--- src/rtl/wdog_pkg.sv ---
package wdog_pkg;
    localparam int DATA_W = 16;
    localparam int ADDR_W = 4;
    localparam int TMO_W  = 8;
    localparam int CNT_W  = TMO_W + 1;

    localparam logic [ADDR_W-1:0] A_CTRL = 4'h0;
    localparam logic [ADDR_W-1:0] A_SVC  = 4'h2;
    localparam logic [ADDR_W-1:0] A_STAT = 4'h4;
    localparam logic [ADDR_W-1:0] A_ICR  = 4'h6;
    localparam logic [ADDR_W-1:0] A_MISC = 4'h8;

    localparam logic [DATA_W-1:0] SVC_KEY_A = 16'h5555;
    localparam logic [DATA_W-1:0] SVC_KEY_B = 16'hAAAA;

    // control bit positions
    localparam int B_EN  = 2;
    localparam int B_SRS = 4;
    localparam int B_WDA = 5;
    // interrupt control bit positions
    localparam int B_IEN = 15;
    localparam int B_IST = 14;
    // reset status bit positions
    localparam int B_CSW  = 0;
    localparam int B_CTMO = 1;

    typedef enum logic [1:0] {TMR_IDLE, TMR_RUN, TMR_EXPIRED} tmr_state_t;
    typedef enum logic       {SVC_IDLE, SVC_ARMED}            svc_state_t;
    typedef enum logic [1:0] {PT_OFF, PT_RUN, PT_FIRED}       pt_state_t;
endpackage

--- src/rtl/wdog_svc_seq.sv ---
module wdog_svc_seq
    import wdog_pkg::*;
(
    input  logic              clk,
    input  logic              rst_n,
    input  logic              svc_wr,
    input  logic [DATA_W-1:0] svc_data,
    output logic              svc_done
);
    svc_state_t st, st_nx;

    always_comb begin
        st_nx = st;
        unique case (st)
            SVC_IDLE:  if (svc_wr && svc_data == SVC_KEY_A) st_nx = SVC_ARMED;
            SVC_ARMED: if (svc_wr) st_nx = (svc_data == SVC_KEY_A) ? SVC_ARMED : SVC_IDLE;
            default:   st_nx = SVC_IDLE;
        endcase
    end

    always_ff @(posedge clk) begin
        if (!rst_n) st <= SVC_IDLE;
        else        st <= st_nx;
    end

    always_comb begin
        svc_done = (st == SVC_ARMED) && svc_wr && (svc_data == SVC_KEY_B);
    end
endmodule

--- src/rtl/wdog_tmr.sv ---
module wdog_tmr
    import wdog_pkg::*;
(
    input  logic             clk,
    input  logic             rst_n,
    input  logic             tick,
    input  logic             load,
    input  logic             enable,
    input  logic [CNT_W-1:0] load_val,
    output logic             expire,
    output logic [CNT_W-1:0] count,
    output tmr_state_t       state_o
);
    tmr_state_t       st, st_nx;
    logic [CNT_W-1:0] cnt, cnt_nx;

    always_comb begin
        st_nx  = st;
        cnt_nx = cnt;
        unique case (st)
            TMR_IDLE: begin
                if (load && enable) begin
                    st_nx  = TMR_RUN;
                    cnt_nx = load_val;
                end
            end
            TMR_RUN: begin
                if (load) begin
                    cnt_nx = load_val;
                end else if (tick) begin
                    if (cnt == CNT_W'(1)) begin
                        st_nx  = TMR_EXPIRED;
                        cnt_nx = '0;
                    end else begin
                        cnt_nx = cnt - CNT_W'(1);
                    end
                end
            end
            TMR_EXPIRED: st_nx = TMR_EXPIRED;
            default:     st_nx = TMR_IDLE;
        endcase
    end

    always_ff @(posedge clk) begin
        if (!rst_n) begin
            st  <= TMR_IDLE;
            cnt <= '0;
        end else begin
            st  <= st_nx;
            cnt <= cnt_nx;
        end
    end

    always_comb begin
        expire  = (st == TMR_RUN) && !load && tick && (cnt == CNT_W'(1));
        count   = cnt;
        state_o = st;
    end
endmodule

--- src/rtl/wdog_pretimer.sv ---
module wdog_pretimer
    import wdog_pkg::*;
(
    input  logic             clk,
    input  logic             rst_n,
    input  logic             tick,
    input  logic             arm,
    input  logic             allow,
    input  logic [CNT_W-1:0] base,
    input  logic [TMO_W-1:0] margin,
    output logic             fire,
    output logic [CNT_W-1:0] count,
    output pt_state_t        state_o
);
    localparam int PAD_W = CNT_W - TMO_W;

    pt_state_t        st, st_nx;
    logic [CNT_W-1:0] pc, pc_nx;
    logic [CNT_W-1:0] margin_ext;

    always_comb begin
        margin_ext = {{PAD_W{1'b0}}, margin};
        st_nx      = st;
        pc_nx      = pc;
        if (arm) begin
            if (allow && base > margin_ext) begin
                st_nx = PT_RUN;
                pc_nx = base - margin_ext;
            end else begin
                st_nx = PT_OFF;
                pc_nx = '0;
            end
        end else begin
            unique case (st)
                PT_OFF:   st_nx = PT_OFF;
                PT_RUN: begin
                    if (tick) begin
                        if (pc == CNT_W'(1)) begin
                            st_nx = PT_FIRED;
                            pc_nx = '0;
                        end else begin
                            pc_nx = pc - CNT_W'(1);
                        end
                    end
                end
                PT_FIRED: st_nx = PT_FIRED;
                default:  st_nx = PT_OFF;
            endcase
        end
    end

    always_ff @(posedge clk) begin
        if (!rst_n) begin
            st <= PT_OFF;
            pc <= '0;
        end else begin
            st <= st_nx;
            pc <= pc_nx;
        end
    end

    always_comb begin
        fire    = (st == PT_RUN) && !arm && tick && (pc == CNT_W'(1));
        count   = pc;
        state_o = st;
    end
endmodule

--- src/rtl/wdog_regs.sv ---
module wdog_regs
    import wdog_pkg::*;
#(
    parameter logic [TMO_W-1:0] PT_DEFAULT = 8'd4
) (
    input  logic              clk,
    input  logic              rst_n,
    input  logic              bus_wr,
    input  logic [ADDR_W-1:0] bus_addr,
    input  logic [DATA_W-1:0] bus_wdata,
    output logic [DATA_W-1:0] bus_rdata,
    input  logic              svc_done,
    input  logic              expire,
    input  logic              pt_fire,
    output logic              wd_en,
    output logic [TMO_W-1:0]  tmo,
    output logic              irq_en,
    output logic [TMO_W-1:0]  margin,
    output logic              irq,
    output logic              rst_req,
    output logic              reload,
    output logic              icr_rearm,
    output logic              sw_rst
);
    logic       wr_ctrl, wr_icr, wr_misc;
    logic       wda, ist, ilock, pde;
    logic [1:0] cause;

    always_comb begin
        wr_ctrl = bus_wr && (bus_addr == A_CTRL);
        wr_icr  = bus_wr && (bus_addr == A_ICR);
        wr_misc = bus_wr && (bus_addr == A_MISC);
        sw_rst  = wr_ctrl && !bus_wdata[B_SRS];
    end

    always_ff @(posedge clk) begin
        if (!rst_n) begin
            tmo       <= '0;
            wd_en     <= 1'b0;
            wda       <= 1'b1;
            cause     <= '0;
            rst_req   <= 1'b0;
            irq_en    <= 1'b0;
            margin    <= PT_DEFAULT;
            ist       <= 1'b0;
            ilock     <= 1'b0;
            pde       <= 1'b1;
            reload    <= 1'b0;
            icr_rearm <= 1'b0;
        end else begin
            reload    <= wr_ctrl || svc_done;
            icr_rearm <= wr_icr;
            if (wr_ctrl) begin
                if (!wd_en) begin
                    tmo   <= bus_wdata[DATA_W-1 -: TMO_W];
                    wd_en <= bus_wdata[B_EN];
                end
                wda <= bus_wdata[B_WDA];
            end
            if (sw_rst) begin
                cause   <= 2'b01 << B_CSW;
                rst_req <= 1'b1;
            end
            if (expire) begin
                cause   <= 2'b01 << B_CTMO;
                rst_req <= 1'b1;
            end
            if (wr_icr) begin
                if (!ilock) begin
                    irq_en <= bus_wdata[B_IEN];
                    margin <= bus_wdata[TMO_W-1:0];
                    ilock  <= 1'b1;
                end
                if (bus_wdata[B_IST]) ist <= 1'b0;
            end
            if (pt_fire) ist <= 1'b1;
            if (wr_misc) pde <= bus_wdata[0];
        end
    end

    always_comb begin
        irq       = ist;
        bus_rdata = '0;
        case (bus_addr)
            A_CTRL: begin
                bus_rdata[DATA_W-1 -: TMO_W] = tmo;
                bus_rdata[B_WDA]             = wda;
                bus_rdata[B_SRS]             = 1'b1;
                bus_rdata[B_EN]              = wd_en;
            end
            A_STAT: bus_rdata[1:0] = cause;
            A_ICR: begin
                bus_rdata[B_IEN]     = irq_en;
                bus_rdata[B_IST]     = ist;
                bus_rdata[TMO_W-1:0] = margin;
            end
            A_MISC:  bus_rdata[0] = pde;
            default: bus_rdata = '0;
        endcase
    end
endmodule

--- src/rtl/wdog_top.sv ---
module wdog_top
    import wdog_pkg::*;
#(
    parameter logic [TMO_W-1:0] PT_DEFAULT = 8'd4
) (
    input  logic              clk,
    input  logic              rst_n,
    input  logic              tick,
    input  logic              bus_wr,
    input  logic [ADDR_W-1:0] bus_addr,
    input  logic [DATA_W-1:0] bus_wdata,
    output logic [DATA_W-1:0] bus_rdata,
    output logic              irq,
    output logic              rst_req
);
    logic             wd_en, irq_en, reload, icr_rearm, sw_rst;
    logic             svc_wr, svc_done, expire, pt_fire, pt_arm, pt_allow;
    logic [TMO_W-1:0] tmo, margin;
    logic [CNT_W-1:0] load_val, tmr_cnt, pt_cnt, pt_base;
    tmr_state_t       tmr_state;
    pt_state_t        pt_state;

    always_comb begin
        svc_wr   = bus_wr && (bus_addr == A_SVC);
        load_val = {1'b0, tmo} + CNT_W'(1);
        pt_arm   = reload || icr_rearm;
        pt_base  = reload ? load_val : tmr_cnt;
        pt_allow = irq_en && wd_en && (tmr_state != TMR_EXPIRED);
    end

    wdog_regs #(.PT_DEFAULT(PT_DEFAULT)) u_regs (
        .clk(clk), .rst_n(rst_n), .bus_wr(bus_wr), .bus_addr(bus_addr),
        .bus_wdata(bus_wdata), .bus_rdata(bus_rdata), .svc_done(svc_done),
        .expire(expire), .pt_fire(pt_fire), .wd_en(wd_en), .tmo(tmo),
        .irq_en(irq_en), .margin(margin), .irq(irq), .rst_req(rst_req),
        .reload(reload), .icr_rearm(icr_rearm), .sw_rst(sw_rst)
    );

    wdog_svc_seq u_svc (
        .clk(clk), .rst_n(rst_n), .svc_wr(svc_wr), .svc_data(bus_wdata),
        .svc_done(svc_done)
    );

    wdog_tmr u_tmr (
        .clk(clk), .rst_n(rst_n), .tick(tick), .load(reload), .enable(wd_en),
        .load_val(load_val), .expire(expire), .count(tmr_cnt), .state_o(tmr_state)
    );

    wdog_pretimer u_pt (
        .clk(clk), .rst_n(rst_n), .tick(tick), .arm(pt_arm), .allow(pt_allow),
        .base(pt_base), .margin(margin), .fire(pt_fire), .count(pt_cnt),
        .state_o(pt_state)
    );
endmodule

--- config.mk ---
export PLATFORM = sky130hd
export DESIGN_NAME = wdog_top
export DESIGN_NICKNAME = d
export VERILOG_FILES = /design/src/rtl/wdog_pkg.sv /design/src/rtl/wdog_svc_seq.sv /design/src/rtl/wdog_tmr.sv /design/src/rtl/wdog_pretimer.sv /design/src/rtl/wdog_regs.sv /design/src/rtl/wdog_top.sv
export SDC_FILE = /design/constraint.sdc
export NUM_CORES = 1
export LEC_CHECK = 0
export ABC_AREA = 1
export BUFFER_PORTS_ARGS = -buffer_cell sky130_fd_sc_hd__buf_2
export CELL_PAD_IN_SITES_DETAIL_PLACEMENT = 1
export CELL_PAD_IN_SITES_GLOBAL_PLACEMENT = 1
export CORE_UTILIZATION = 33
export DETAILED_ROUTE_END_ITERATION = 10
export HOLD_SLACK_MARGIN = 0.02
export PLACE_DENSITY = 0.78
export SLEW_MARGIN = 20
export SYNTH_ARGS = -nofsm -noshare
export SYNTH_HDL_FRONTEND = slang
export SYNTH_SLANG_ARGS = --single-unit
export TNS_END_PERCENT = 30
--- constraint.sdc ---
create_clock -name clk -period 3.1 [get_ports clk]
set_input_delay 0.31 -clock clk [delete_from_list [all_inputs] [get_ports clk]]
set_output_delay 0.31 -clock clk [all_outputs]
set_load 0.01 [all_outputs]
==> impl_metrics.yaml, run 1 <==
power:
  swShare_pct: 32.3
  finalPower_mw: 1.49
  power_frac_comb_pct: 21.7
  p_clk_share_pct: 32.9
  p_int_mw: 1.01
  pwr-share-seq_pct: 45.3
  p_leak_nw: 1.81
  vdd_ir_drop_max_mv: 0.134
  switchingPower_uw: 480
  power_density_mw_per_mm2: 377
critical_path:
  cp.required_ns: 3.36
  timing.reg2reg.setup_slack_ns: 0.39
  cp.arrival_ns: 2.97
  path_class: "reg -> reg"
  crit_path_start_kind: "register"
  critPathCaptureType: "register"
  rr_worst_depth: 11
  timing.rr.start: "u_regs.reload$_SDFF_PN0_"
  worstPathMaxFanout: 21
  reg2reg_to: "u_pt.count[8]$_SDFFE_PN0P_"
worst_hold_path:
  hp-class: "in -> reg"
  min_to: "u_regs.tmo[3]$_SDFFE_PN0P_"
  min_from: "bus_wdata[11]"
  holdPathStages: 3
clock_tree:
  cts_sinks: 50
  cts_hold_buffers: 0
  clockRootBuffer: "clkbuf_8"
  insertion_delay_ns: 0.32
  postCtsSetupRepairBufs: 0
  cts_resized: 0
  clkTransAtPathRegs_ns: 0.11
  cts_tree: "built"
  cts_buffers: 5
  clockBufferDepth: 2
  htree_levels: 2
route:
  drt_first_iter_violations: 130
  routedWlPerCell_um: 15.4
  drtAntennaViolNets: 0
  dr_wl_met3_um: 289
  remaining_drc_errors: 0
  wl_met2_um: 5530
  met1_length_um: 4940
  totalWireLength_um: 11000
  vias: 3661
  top_layer: "met4"
  detail_route.vias_per_cell: 5.15
  first_pass_iters: 5
placed_design:
  pre_cts_ws_ns: 0.416
  dp_hpwl_um: 8710
  numPortBuffers: 41
  dp_cells: 703
  place_area_mm2: 0.00384
  gp_congestion: 0.834
sta:
  drv_slew: 0
  hold_viol: 0
  period_needed_ns: 2.71
  period_share_pct: 87.4
  setup_tns_ns: 0
  clock_skew_ns: 0.0112
  final-setup-viol-count: 0
  worst_slack_ns: 0.390
  holdWs_ns: 0.261
  slew-limit-headroom_pct: 45.5
  fmax_mhz: 369
  worst_pin_slew_ns: 0.817
  grt_setup_unrepaired: "no"
layout:
  diodes: 0
  layout-drive-gt1-share_pct: 14.4
  fin_cells: 711
  finish.utilization_pct: 38.2
  syn2layout_area_growth_pct: 12.2
  ff_latch_area_mm2: 0.00100
  final_nets: 616
  multi_input_area_mm2: 0.00210
  fillCellCount: 1377
  finish.instance_area_mm2: 0.00395
global_routing:
  grt_max_degree: 22
  grt-ovfl-total: 0
  grt_pass1_wl_um: 18100
  grt_usage_pct: 20.4
  antenna_found_initial: 0
  grt_pass1_vias: 3657
status:
  outcome: "complete, no violations"
job:
  max_cap_viol_count: 0
logic_synthesis:
  syn_inst: 537
  seq_area_frac_synth_pct: 28.4
  ys_types: 37
  syn_area_mm2: 0.00352
  ys_warn_count: 0
  avgSynthCellArea_um2: 6.55
  syn_nets: 579
  ys_ff_latch: 50
die:
  die-area_mm2: 0.0111
  start_util_pct: 34.1
  chipWidth_um: 105
  fp.dieH_um: 105
  core-area_mm2: 0.0103
  rows: 37
  io_pins: 42
## Yosys cell counts
master     n  area [µm²]
nand2_1   97         364
inv_1     84         315
dfxtp_1   50        1000
nor2_1    45         169
o21ai_0   44         220
a21oi_1   43         215
nand3_1   38         190
ha_1      17         213
nand4_1   16         100
o21ai_1   14        70.1
xor2_1    12         105
a21oi_2    9        78.8
clkbuf_1   7        26.3
nor3_1     7        35.0
nand2_2    6        37.5
nand3b_1   5        37.5
inv_2      4        15.0
nor2_2     4        25.0
a211oi_1   3        22.5
a31oi_1    3        18.8
buf_2      3        15.0
nor2_4     3        33.8
nor4_1     3        18.8
xnor2_1    3        26.3
buf_6      2        22.5
clkinv_1   2        7.51
nand2_4    2        22.5
o21ai_2    2        17.5
clkinv_2   1        5.00
fa_1       1        20.0
inv_4      1        6.26
nand4_2    1        12.5
nor2_8     1        20.0
nor3b_1    1        7.51
o211a_1    1        10.0
o211ai_1   1        7.51
o22ai_1    1        6.26
## layer usage
| layer | GRT usage (%) | vias up |
|---|---|---|
| li1 | - | 1826 |
| met1 | 25.5 | 1749 |
| met2 | 36.4 | 70 |
| met3 | 2.66 | 16 |
| met4 | 5.84 | 0 |
| met5 | 0 | - |
## registers in the layout (all words and copies together) (netlist names), 2 cells and up, named ones only
register       cells
u_regs.tmo         8
u_regs.cause       2
u_pt.count         9
u_pt.state_o       2
u_tmr.state_o      2
u_regs.margin      8
u_tmr.count        9
## critical path, cell delays in order (launching register included)
cell and delay (ns):
dfxtp_1 0.87, o21ai_0 0.27, ha_1 0.28, fa_1 0.41, nand3b_1 0.17, nand2_1 0.15
nand2_1 0.10, nand3_1 0.10, nand2_1 0.05, inv_1 0.05, nand3_1 0.08, a21oi_2 0.11
## power groups by stage
| stage | clock, mW | combinational (mW) | sequential [mW] |
|---|---|---|---|
| after floorplan | 0 | 0.229 | 0.684 |
| after global placement | 0 | 0.304 | 0.688 |
| after detailed placement | 0 | 0.319 | 0.689 |
| after CTS | 0.502 | 0.323 | 0.675 |
| after global routing | 0.531 | 0.364 | 0.677 |
| final | 0.490 | 0.324 | 0.675 |
## cells by family after synthesis
| family | Yosys count | synth area share (%) |
|---|---|---|
| compound gates | 121 | 19.0 |
| xor+xnor | 15 | 3.73 |
| fa+ha+maj | 18 | 6.61 |
| buf+inv | 104 | 11.7 |
| flops | 50 | 28.4 |
| simple gates | 229 | 30.5 |
## layout make-up
cell class                      instances  area share [%]
Clock inverter                          2           0.951
Inverter                               92            8.84
Clock buffer                            6            1.84
Tap cell                              136            4.31
Timing Repair Buffer                   42            5.39
Multi-Input combinational cell        383            53.3
Sequential cell                        50            25.4
## worst max-delay path by stage
stage / cells past startpoint / endpoint / start / slack (ns)
after detailed placement: 12 / u_pt.count[8]$_SDFFE_PN0P_ / u_regs.reload$_SDFF_PN0_ / 0.42
after global routing: 15 / u_pt.count[3]$_SDFFE_PN0P_ / u_regs.tmo[0]$_SDFFE_PN0P_ / 0.13
final: 11 / u_pt.count[8]$_SDFFE_PN0P_ / u_regs.reload$_SDFF_PN0_ / 0.39
after CTS: 15 / u_pt.count[3]$_SDFFE_PN0P_ / u_regs.tmo[0]$_SDFFE_PN0P_ / 0.39
after global placement: 12 / u_pt.count[8]$_SDFFE_PN0P_ / u_regs.reload$_SDFF_PN0_ / 0.43
after floorplan: 15 / u_pt.count[0]$_SDFFE_PN0P_ / u_regs.tmo[0]$_SDFFE_PN0P_ / 0.89
## cell usage in the layout (no fill, tap or decap), types with 3 or more instances in the layout
| cell type | synthesis | routed |
|---|---|---|
| nor4_1 | 3 | 3 |
| a211oi_1 | 3 | 3 |
| xnor2_1 | 3 | 3 |
| nor2_4 | 3 | 3 |
| a31oi_1 | 3 | 3 |
| nand2_2 | 6 | 6 |
| xor2_1 | 12 | 12 |
| inv_2 | 4 | 4 |
| buf_2 | 3 | 41 |
| nand2_1 | 97 | 97 |
| ha_1 | 17 | 17 |
| nor2_2 | 4 | 4 |
| a21oi_2 | 9 | 9 |
| nand4_1 | 16 | 16 |
| o21ai_1 | 14 | 14 |
| nand3b_1 | 5 | 5 |
| clkbuf_8 | 0 | 5 |
| o21ai_0 | 44 | 44 |
| nor2_1 | 45 | 45 |
| a21oi_1 | 43 | 43 |
| nor3_1 | 7 | 7 |
| inv_1 | 84 | 84 |
| dfxtp_1 | 50 | 50 |
| nand3_1 | 38 | 38 |
(Power assumes the default switching activity.)
==> run 2: changes to the inputs <==
==> constraint.sdc (replaced) <==
create_clock -name clk -period 3.4 [get_ports clk]
set_input_delay 0.34 -clock clk [delete_from_list [all_inputs] [get_ports clk]]
set_output_delay 0.34 -clock clk [all_outputs]
set_load 0.01 [all_outputs]
==> run 2 against run 1 <==
Compared with the run above:
- global-route usage about the same
- final area down 0.19%
- sequential power down 8.9%
- flip-flop and latch count unchanged
- non-clock buffer count down 1
- count of clock-buffer cells in the layout unchanged
- worst setup slack better by 0.17 ns
- first-iteration DRC count down 11%
- routed wire length down 1.3%
- power down 9.6%
- largest cell class unchanged
- largest power group unchanged
- highest routed layer unchanged
==> impl_metrics.yaml, run 2 (synthesis gave the netlist of run 1 again) <==
route:
  remaining_drc_errors: 0
  totalWireLength_um: 10800
  dr_wl_met3_um: 280
  routedWlPerCell_um: 15.3
  drt_first_iter_violations: 116
  drtAntennaViolNets: 0
  first_pass_iters: 4
  met1_length_um: 4770
  wl_met2_um: 5410
  top_layer: "met4"
  detail_route.vias_per_cell: 5.15
  vias: 3656
critical_path:
  worstPathMaxFanout: 21
  critPathCaptureType: "register"
  cp.arrival_ns: 3.09
  path_class: "reg -> reg"
  reg2reg_to: "u_pt.count[6]$_SDFFE_PN0P_"
  timing.rr.start: "u_regs.reload$_SDFF_PN0_"
  cp.required_ns: 3.66
  crit_path_start_kind: "register"
  rr_worst_depth: 11
  timing.reg2reg.setup_slack_ns: 0.56
worst_hold_path:
  hp-class: "in -> reg"
  min_to: "u_regs.wda$_SDFFE_PN1P_"
  holdPathStages: 3
  min_from: "bus_wdata[5]"
sta:
  final-setup-viol-count: 0
  period_share_pct: 83.5
  grt_setup_unrepaired: "no"
  slew-limit-headroom_pct: 40.1
  worst_pin_slew_ns: 0.897
  drv_slew: 0
  holdWs_ns: 0.287
  clock_skew_ns: 0.00511
  hold_viol: 0
  fmax_mhz: 352
  setup_tns_ns: 0
  worst_slack_ns: 0.562
  period_needed_ns: 2.84
power:
  p_int_uw: 919
  switchingPower_uw: 428
  vdd_ir_drop_max_mv: 0.161
  pwr-share-seq_pct: 45.7
  power_frac_comb_pct: 21.6
  p_clk_share_pct: 32.7
  swShare_pct: 31.8
  power_density_mw_per_mm2: 342
  p_leak_nw: 1.81
clock_tree:
  cts_resized: 0
  htree_levels: 2
  cts_tree: "built"
  insertion_delay_ns: 0.31
  postCtsSetupRepairBufs: 0
  clockRootBuffer: "clkbuf_8"
  cts_hold_buffers: 0
  cts_buffers: 5
  cts_sinks: 50
  clkTransAtPathRegs_ns: 0.10
  clockBufferDepth: 2
layout:
  ff_latch_area_mm2: 0.00100
  final_nets: 615
  diodes: 0
  layout_common_cells: "97 x nand2_1, 84 x inv_1, 50 x dfxtp_1"
  final_common_cell: "nand2_1"
  fillCellCount: 1372
  finish.utilization_pct: 38.2
  layout-drive-gt1-share_pct: 14.3
  syn2layout_area_growth_pct: 12.0
  fin_cells: 710
  multi_input_area_mm2: 0.00210
global_routing:
  grt_max_degree: 38
  grt-ovfl-total: 0
  grt_pass1_wl_um: 18000
  grt_usage_pct: 20.4
  antenna_found_initial: 0
  grt_pass1_vias: 3927
placed_design:
  pre_cts_ws_ns: 0.575
  dp_cells: 702
  dp_hpwl_um: 8770
  numPortBuffers: 41
  gp_congestion: 0.847
die:
  chipWidth_um: 105
  io_pins: 42
  rows: 37
  die-area_mm2: 0.0111
  start_util_pct: 34.1
  fp.dieH_um: 105
  core-area_mm2: 0.0103
status:
  outcome: "complete, no violations"
job:
  max_cap_viol_count: 0
-- run 2: cell types whose count changed in the layout (fill, tap and decap cells not counted), sizes merged --
cell / previous run / this run
buf: 42 / 41
-- run 2: per-stage QoR --
stage                     area, µm²  power (mW)
final                          3940        1.35
after global routing           3940        1.42
after CTS                      3940        1.36
after detailed placement       3830       0.918
after global placement         3830       0.904
after floorplan                3520       0.833
-- run 2: worst max-delay path: stages, from the launching register on --
cell      delay, ns
dfxtp_1        0.92
o21ai_0        0.34
ha_1           0.30
fa_1           0.41
nand3b_1       0.17
nand2_1        0.14
nand2_1        0.09
nand2_1        0.07
nand2_1        0.05
nand2_1        0.06
nand3_1        0.10
a21oi_2        0.12
-- run 2: worst max-delay path by stage --
| stage | cells after the start | slack [ns] | to | start |
|---|---|---|---|---|
| 6_report | 11 | 0.56 | u_pt.count[6]$_SDFFE_PN0P_ | u_regs.reload$_SDFF_PN0_ |
| 5_1_grt | 11 | 0.45 | u_pt.count[6]$_SDFFE_PN0P_ | u_regs.reload$_SDFF_PN0_ |
| 4_1_cts | 11 | 0.57 | u_pt.count[8]$_SDFFE_PN0P_ | u_regs.reload$_SDFF_PN0_ |
| 3_5_place_dp | 11 | 0.58 | u_pt.count[8]$_SDFFE_PN0P_ | u_regs.reload$_SDFF_PN0_ |
| 3_3_place_gp | 12 | 0.74 | u_pt.count[8]$_SDFFE_PN0P_ | u_regs.reload$_SDFF_PN0_ |
| 2_1_floorplan | 15 | 1.19 | u_pt.count[0]$_SDFFE_PN0P_ | u_regs.tmo[0]$_SDFFE_PN0P_ |
-- run 2: power by group through the flow --
stage	registers, mW	clock network [mW]	logic [mW]
final	0.615	0.440	0.291
after global routing	0.618	0.473	0.329
after CTS	0.615	0.449	0.292
after detailed placement	0.629	0	0.289
after global placement	0.628	0	0.276
after floorplan	0.624	0	0.209
-- run 2: area by class of cell --
class                      count  area share, %
inverter                      92           8.86
multi-input combinational    383           53.4
sequential                    50           25.4
timing repair buffer          41           5.21
tap                          136           4.32
clock buffer                   6           1.84
clock inverter                 2          0.953
-- run 2: metal layers --
metal / vias to the layer above / GRT usage (%)
li1: 1833 / -
met1: 1732 / 23.4
met3: 23 / 2.47
met5: - / 0
met2: 68 / 37.9
met4: 0 / 8.65
==> run 3: changes to the inputs <==
==> constraint.sdc (replaced) <==
create_clock -name clk -period 2.84 [get_ports clk]
set_input_delay 0.284 -clock clk [delete_from_list [all_inputs] [get_ports clk]]
set_output_delay 0.284 -clock clk [all_outputs]
set_load 0.01 [all_outputs]
==> run 3 against run 2 <==
Compared with the run above:
- critical path depth rose by 4
- non-clock buffer count is 2 higher
- global-route usage is 0.43 points lower
- die area stayed put
- highest routed layer unchanged
- final cell count rose by 0.14%
- via count down 1.2%
- largest cell class unchanged
- critical path type unchanged
- combinational power up 19%
- clock skew grew 0.0019 ns
- maximum frequency rose by 10%
- register-to-register slack lost 0.30 ns
==> impl_metrics.yaml, run 3 (synthesis gave the netlist of run 1 again) <==
clock_tree:
  postCtsSetupRepairBufs: 0
  cts_hold_buffers: 0
  cts_sinks: 50
  clockRootBuffer: "clkbuf_8"
  cts_resized: 0
  cts_buffers: 5
  clkTransAtPathRegs_ns: 0.10
  htree_levels: 2
  cts_tree: "built"
  insertion_delay_ns: 0.31
  clockBufferDepth: 2
critical_path:
  rr_worst_depth: 15
  crit_chain: "ha_1 > nand2_2 > nor2_4 > nand2_1 > xor2_1 > nand2_1 > o21ai_0 > ha_1 > nand2_1 > nor3_1 > nand2_1 > nand2_1 > clkinv_2 > nand3b_1 > a21oi_2"
  crit_buf_inv: 1
  cpPeakStageDelay_ns: 0.39
  timing.reg2reg.setup_slack_ns: 0.26
  cp_slowest_cell: "dfxtp_1"
  crit_top_cell: "nand2_1"
  cp_top_family: "simple AND/OR/NAND/NOR gates"
  reg2reg_to: "u_pt.count[0]$_SDFFE_PN0P_"
  cp.required_ns: 3.04
  worstPathMaxFanout: 10
  cp.arrival_ns: 2.78
  path_class: "reg -> reg"
  timing.rr.start: "u_regs.tmo[1]$_SDFFE_PN0P_"
  crit_path_start_kind: "register"
  critPathCaptureType: "register"
layout:
  finish.utilization_pct: 38.2
  diodes: 0
  fin_cells: 711
  fillCellCount: 1385
  layout-drive-gt1-share_pct: 15.0
  final_common_cell: "nand2_1"
  syn2layout_area_growth_pct: 12.0
  final_nets: 617
  layout_common_cells: "97 x nand2_1, 84 x inv_1, 49 x dfxtp_1"
global_routing:
  grt_max_degree: 21
  grt-ovfl-total: 0
  grt_pass1_wl_um: 17700
  grt_usage_pct: 20.0
  grt_pass1_vias: 3634
  antenna_found_initial: 0
die:
  io_pins: 42
  chipWidth_um: 105
  rows: 37
  core-area_mm2: 0.0103
  die-area_mm2: 0.0111
  start_util_pct: 34.1
  fp.dieH_um: 105
sta:
  slew-limit-headroom_pct: 65.7
  worst_pin_slew_ns: 0.514
  hold_viol: 0
  period_share_pct: 90.8
  fmax_mhz: 388
  period_needed_ns: 2.58
  clock_skew_ns: 0.00702
  drv_slew: 0
  grt_setup_unrepaired: "no"
  setup_tns_ns: 0
  final-setup-viol-count: 0
  worst_slack_ns: 0.260
status:
  outcome: "complete, no violations"
placed_design:
  gp_congestion: 0.878
  dp_hpwl_um: 8760
  numPortBuffers: 41
  dp_cells: 704
  pre_cts_ws_ns: 0.254
worst_hold_path:
  min_to: "u_regs.tmo[3]$_SDFFE_PN0P_"
  min_from: "bus_wdata[11]"
  hp-class: "in -> reg"
  holdPathStages: 3
route:
  vias: 3611
  detail_route.vias_per_cell: 5.08
  routedWlPerCell_um: 15.2
  drtAntennaViolNets: 0
  totalWireLength_um: 10800
  first_pass_iters: 4
  remaining_drc_errors: 0
  drt_first_iter_violations: 137
power:
  vdd_ir_drop_max_mv: 0.205
  power_density_mw_per_mm2: 387
  p_leak_nw: 1.81
job:
  max_cap_viol_count: 0
==> run 3: changes by cell type in the layout (fill, tap and decap cells not counted), sizes merged <==
cell      delta
buf          +2
inv          +2
bufinv       -1
clkbuf       -1
clkinvlp     -1
==> run 3: cell type report <==
type	count	area [µm²]	area share [%]
Timing Repair Buffer	43	220	5.59
Clock buffer	5	68.8	1.75
Inverter	92	349	8.86
Clock inverter	2	17.5	0.445
Sequential cell	50	1000	25.4
Tap cell	136	170	4.32
Multi-Input combinational cell	383	2110	53.6
==> run 3: worst max path at each step <==
stage | from | cells after the start | slack (ns) | end
after floorplan | u_regs.tmo[0]$_SDFFE_PN0P_ | 15 | 0.63 | u_pt.count[0]$_SDFFE_PN0P_
after global placement | u_regs.tmo[0]$_SDFFE_PN0P_ | 15 | 0.33 | u_pt.count[2]$_SDFFE_PN0P_
after detailed placement | u_regs.tmo[0]$_SDFFE_PN0P_ | 15 | 0.25 | u_pt.count[3]$_SDFFE_PN0P_
after CTS | u_regs.tmo[0]$_SDFFE_PN0P_ | 15 | 0.21 | u_pt.count[3]$_SDFFE_PN0P_
after global routing | u_regs.tmo[1]$_SDFFE_PN0P_ | 15 | 0.03 | u_pt.count[1]$_SDFFE_PN0P_
final | u_regs.tmo[1]$_SDFFE_PN0P_ | 15 | 0.26 | u_pt.count[0]$_SDFFE_PN0P_
==> run 3: stage by stage <==
step           instance area (µm²)  hold WS [ns]  power (mW)
6_report                      3940         0.230        1.53
3_5_place_dp                  3840         0.460        1.10
2_1_floorplan                 3520         0.397       0.997
4_1_cts                       3930         0.224        1.54
3_3_place_gp                  3840         0.449        1.08
5_1_grt                       3940         0.243        1.61
==> run 3: worst reg2reg max path, delay by kind of cell, from the launching register on <==
| family | cells | cell delay, ns |
|---|---|---|
| DFF | 1 | 0.39 |
| buffers and inverters | 1 | 0.15 |
| and+or+nand+nor | 9 | 1.04 |
| xor gates and xnor gates | 1 | 0.17 |
| adders and majority gates | 2 | 0.59 |
| AOI/OAI and AO/OA | 2 | 0.14 |
==> run 3: layer usage <==
metal	vias up	global-route usage, %	part of all wire, %
li1	1831	-	-
met1	1701	24.6	45
met2	63	35.9	50
met3	16	2.47	2.3
met4	0	6.54	2.2
met5	-	0	0
==> run 3: power by group <==
part	total [mW]	switching, mW	internal [mW]	leakage [nW]
clock network	0.443	0.267	0.176	0.0450
registers	0.737	0.0180	0.719	0.405
logic	0.347	0.228	0.119	1.36
total	1.53	0.513	1.01	1.81
